### config.mk
export PLATFORM = sky130hd
export DESIGN_NAME = mag_cmp_chain
export DESIGN_NICKNAME = d
export VERILOG_FILES = /design/src/rtl/magcmp_pkg.sv /design/src/rtl/cmp_slice_full.sv /design/src/rtl/cmp_slice_reduced.sv /design/src/rtl/cmp_eq_merge.sv /design/src/rtl/mag_cmp_chain.sv
export SDC_FILE = /design/constraint.sdc
export NUM_CORES = 1
export LEC_CHECK = 0
export BUFFER_PORTS_ARGS = -buffer_cell sky130_fd_sc_hd__buf_4
export CORE_MARGIN = 2
export CORE_UTILIZATION = 30
export DETAILED_ROUTE_END_ITERATION = 10
export PLACE_DENSITY = 0.59
export SYNTH_ARGS = -nofsm -noshare
export SYNTH_HDL_FRONTEND = slang
export SYNTH_HIERARCHICAL = 1
export SYNTH_SLANG_ARGS = --single-unit
### constraint.sdc
create_clock -name vclk -period 9.4
set_input_delay 0.47 -clock vclk [all_inputs]
set_output_delay 0.47 -clock vclk [all_outputs]
set_load 0.005 [all_outputs]
### src/rtl/magcmp_pkg.sv
package magcmp_pkg;

  // Verdict passed from slice to slice; exactly one field is high.
  typedef struct packed {
    logic eq;
    logic gt;
    logic lt;
  } verdict_t;

  // Seed fed into the least significant slice: "equal so far".
  localparam verdict_t SEED = '{eq: 1'b1, gt: 1'b0, lt: 1'b0};

  // Full slice: a differing bit pair sets the verdict, a matching pair keeps it.
  function automatic verdict_t step_full(input logic abit, input logic bbit,
                                         input verdict_t below);
    verdict_t r;
    if (abit == bbit) begin
      r = below;
    end else begin
      r.eq = 1'b0;
      r.gt = abit;
      r.lt = bbit;
    end
    return r;
  endfunction

  // Reduced slice: only greater and less travel upward; eq is held at 0.
  function automatic verdict_t step_reduced(input logic abit, input logic bbit,
                                            input logic gt_below,
                                            input logic lt_below);
    verdict_t r;
    r.eq = 1'b0;
    r.gt = (abit & ~bbit) | (~(abit ^ bbit) & gt_below);
    r.lt = (~abit & bbit) | (~(abit ^ bbit) & lt_below);
    return r;
  endfunction

  // Equal is the absence of both orderings.
  function automatic logic eq_from_order(input logic gt, input logic lt);
    return ~(gt | lt);
  endfunction

endpackage

### src/rtl/cmp_slice_full.sv
module cmp_slice_full
  import magcmp_pkg::*;
(
  input  logic     abit_i,
  input  logic     bbit_i,
  input  verdict_t below_i,
  output verdict_t above_o
);
  assign above_o = step_full(abit_i, bbit_i, below_i);
endmodule

### src/rtl/cmp_slice_reduced.sv
module cmp_slice_reduced
  import magcmp_pkg::*;
(
  input  logic abit_i,
  input  logic bbit_i,
  input  logic gt_below_i,
  input  logic lt_below_i,
  output logic gt_above_o,
  output logic lt_above_o
);
  verdict_t step_w;
  assign step_w     = step_reduced(abit_i, bbit_i, gt_below_i, lt_below_i);
  assign gt_above_o = step_w.gt;
  assign lt_above_o = step_w.lt;
endmodule

### src/rtl/cmp_eq_merge.sv
module cmp_eq_merge
  import magcmp_pkg::*;
(
  input  logic gt_i,
  input  logic lt_i,
  output logic eq_o
);
  assign eq_o = eq_from_order(gt_i, lt_i);
endmodule

### src/rtl/mag_cmp_chain.sv
module mag_cmp_chain
  import magcmp_pkg::*;
#(
  parameter int WIDTH   = 16,
  parameter bit REDUCED = 1'b0
) (
  input  logic [WIDTH-1:0] a_i,
  input  logic [WIDTH-1:0] b_i,
  output logic             gt_o,
  output logic             lt_o,
  output logic             eq_o
);
  localparam int TOP = WIDTH;

  // link_w[i] is the verdict entering slice i; link_w[TOP] leaves the top slice.
  verdict_t [TOP:0] link_w;
  logic             top_eq_w;

  assign link_w[0] = SEED;

  generate
    for (genvar i = 0; i < WIDTH; i++) begin : g_slice
      if (REDUCED) begin : g_red
        cmp_slice_reduced u_slice (
          .abit_i     (a_i[i]),
          .bbit_i     (b_i[i]),
          .gt_below_i (link_w[i].gt),
          .lt_below_i (link_w[i].lt),
          .gt_above_o (link_w[i+1].gt),
          .lt_above_o (link_w[i+1].lt)
        );
        assign link_w[i+1].eq = 1'b0;
      end else begin : g_full
        cmp_slice_full u_slice (
          .abit_i  (a_i[i]),
          .bbit_i  (b_i[i]),
          .below_i (link_w[i]),
          .above_o (link_w[i+1])
        );
      end
    end

    if (REDUCED) begin : g_eq_merge
      cmp_eq_merge u_merge (
        .gt_i (link_w[TOP].gt),
        .lt_i (link_w[TOP].lt),
        .eq_o (top_eq_w)
      );
    end else begin : g_eq_chain
      assign top_eq_w = link_w[TOP].eq;
    end
  endgenerate

  assign gt_o = link_w[TOP].gt;
  assign lt_o = link_w[TOP].lt;
  assign eq_o = top_eq_w;

endmodule

==> qor.yml <==
run_status:
  status: "finished clean"
sta:
  period_share: 0.654
  rsz0062_at_grt: "no"
  setup_slack_ns: 3.25
  finalSetupViolations: 0
  max_freq_mhz: 163
  hold_violations: 0
  fin_crit_ns: 6.15
  tns_ns: 0
  finalMaxSlewViolations: 0
detailed_routing:
  routed_wl_um: 1320
  wl_per_cell_um: 7.35
  drt-initial-drc-count: 0
  drt-pass1-iter-count: 1
  drtAntennaViolNets: 0
  vias: 778
  via_per_inst: 4.35
  drc: 0
setup_path:
  worstPathRequired_ns: 8.93
  critPathCaptureType: "primary output"
  startpoint_type: "input port"
  path_class: "in2out"
  cp_max_fo: 3
  worstPathArrival_ns: 5.68
grt:
  grt_pass1_wl_um: 2380
  grt_overflow: 0
  grt.met2_usage: 0.226
  grt_busiest_layer: "met2"
  grt_usage: 0.108
  grtUsageMet3: 0.0201
  gr-usage-met1: 0.106
  grt_max_degree: 5
  grt_pass1_vias: 699
  antenna_found_initial: 0
placement:
  io_buffers: 35
  dp_worst_setup_slack_ns: 3.23
  gp_congestion: 0.651
  dp_hpwl_um: 1260
die:
  die-area_mm2: 0.00269
  rows: 17
  initial_utilization: 0.314
  io_pins: 35
  core_area_mm2: 0.00219
  fp.dieW_um: 51.9
  die_h_um: 51.9
finish:
  fin_nets: 185
  nFillCells: 233
  final_core_util: 0.453
  num_antenna_cells: 0
  area_growth_syn_to_layout_pct: 44.4
  drive_gt1_frac: 0.444
  seq_cells: 0
  nClkBuffers: 0
  multiInputGateArea_um2: 636
  seqCellArea_um2: 0
min_path:
  holdCritPathClass: "in2out"
synthesis:
  netlist_area_um2: 688
  syn_inst: 114
  synth_top_area_frac: 0.262
  synthesis.area_per_instance_um2: 6.04
  yosysTopAreaCell: "maj3_2"
  ys_seq_area_frac: 0
  synth_area_leaders: "maj3_2 26%, xnor2_1 20%, and2_1 15%"
  synth_cell_types: 8
  yosys_warnings: 6
clock_tree:
  holdBufCountCts: 0
  postCtsSetupRepairBufs: 0
  ctsResizeCount: 0
power_and_ir_drop:
  p_int_mw: 0.0250
  clock_power_share: 0
  leakage_nw: 0.471
  seq_power_share: 0
  power_switching_mw: 0.0186
  total_power_mw: 0.0436
  ir_drop_mv: 0.0178
  p_sw_frac: 0.427
  p_comb_frac: 1.000
  p_per_area_mw_per_mm2: 43.9
run:
  maxCapViolCount: 0
## layout by cell type, fill, tap and decap left out, drive strengths merged
master and count:
o21ai 16, and2 16, nand2 16, nor2 16, maj3 16, buf 35, xnor2 16, inv 16
conb 4
## layer usage
layer | share of wire | vias up | wire length [µm]
met1 | 0.38 | 322 | 498
met5 | 0 | - | 0
met2 | 0.50 | 28 | 660
li1 | - | 426 | -
met4 | 0.011 | 0 | 14
met3 | 0.11 | 2 | 142
## final timing paths
| path | startpoint | end | slack, ns | depth (start not counted) |
|---|---|---|---|---|
| worst min-delay path | a_i[15] | lt_o | 1.25 | 3 |
| worst max-delay path | a_i[0] | gt_o | 3.25 | 18 |
## metrics by stage
step	area [µm²]	cells	hold WS (ns)
3_5_place_dp	993	179	1.25
6_report	993	179	1.25
4_1_cts	993	179	1.25
3_3_place_gp	993	179	1.24
5_1_grt	993	179	1.27
2_1_floorplan	696	116	1.02
## area by class of cell
class                      count  share of cell area
inverter                      16              0.0605
multi-input combinational    100               0.640
tap                           28              0.0353
timing repair buffer          35               0.264
## critical path, cell delays in order
cell	delay, ns
buf_4	0.12
maj3_2	0.30
maj3_2	0.31
maj3_2	0.31
maj3_2	0.32
maj3_2	0.32
maj3_2	0.31
maj3_2	0.31
maj3_2	0.31
maj3_2	0.31
maj3_2	0.31
maj3_2	0.31
maj3_2	0.31
maj3_2	0.31
maj3_2	0.31
maj3_2	0.31
maj3_2	0.30
buf_4	0.13
## power by group through the flow
stage / sequential [mW] / clock (mW) / combinational [mW]
after floorplan: 0 / 0 / 0.0241
after global placement: 0 / 0 / 0.0431
after detailed placement: 0 / 0 / 0.0443
after CTS: 0 / 0 / 0.0443
after global routing: 0 / 0 / 0.0500
final: 0 / 0 / 0.0436
## cells by family (layout without fill, tap and decap cells)
kind of cell             Yosys count  count (layout)  synth area share
AND/OR/NAND/NOR                   48              48             0.320
adder cells (fa/ha/maj)           16              16             0.262
AO/OA/AOI/OAI                     16              16             0.116
XOR/XNOR                          16              16             0.204
buffers and inverters             16              51            0.0873
other                              2               4            0.0109
(Power assumes the default switching activity.)
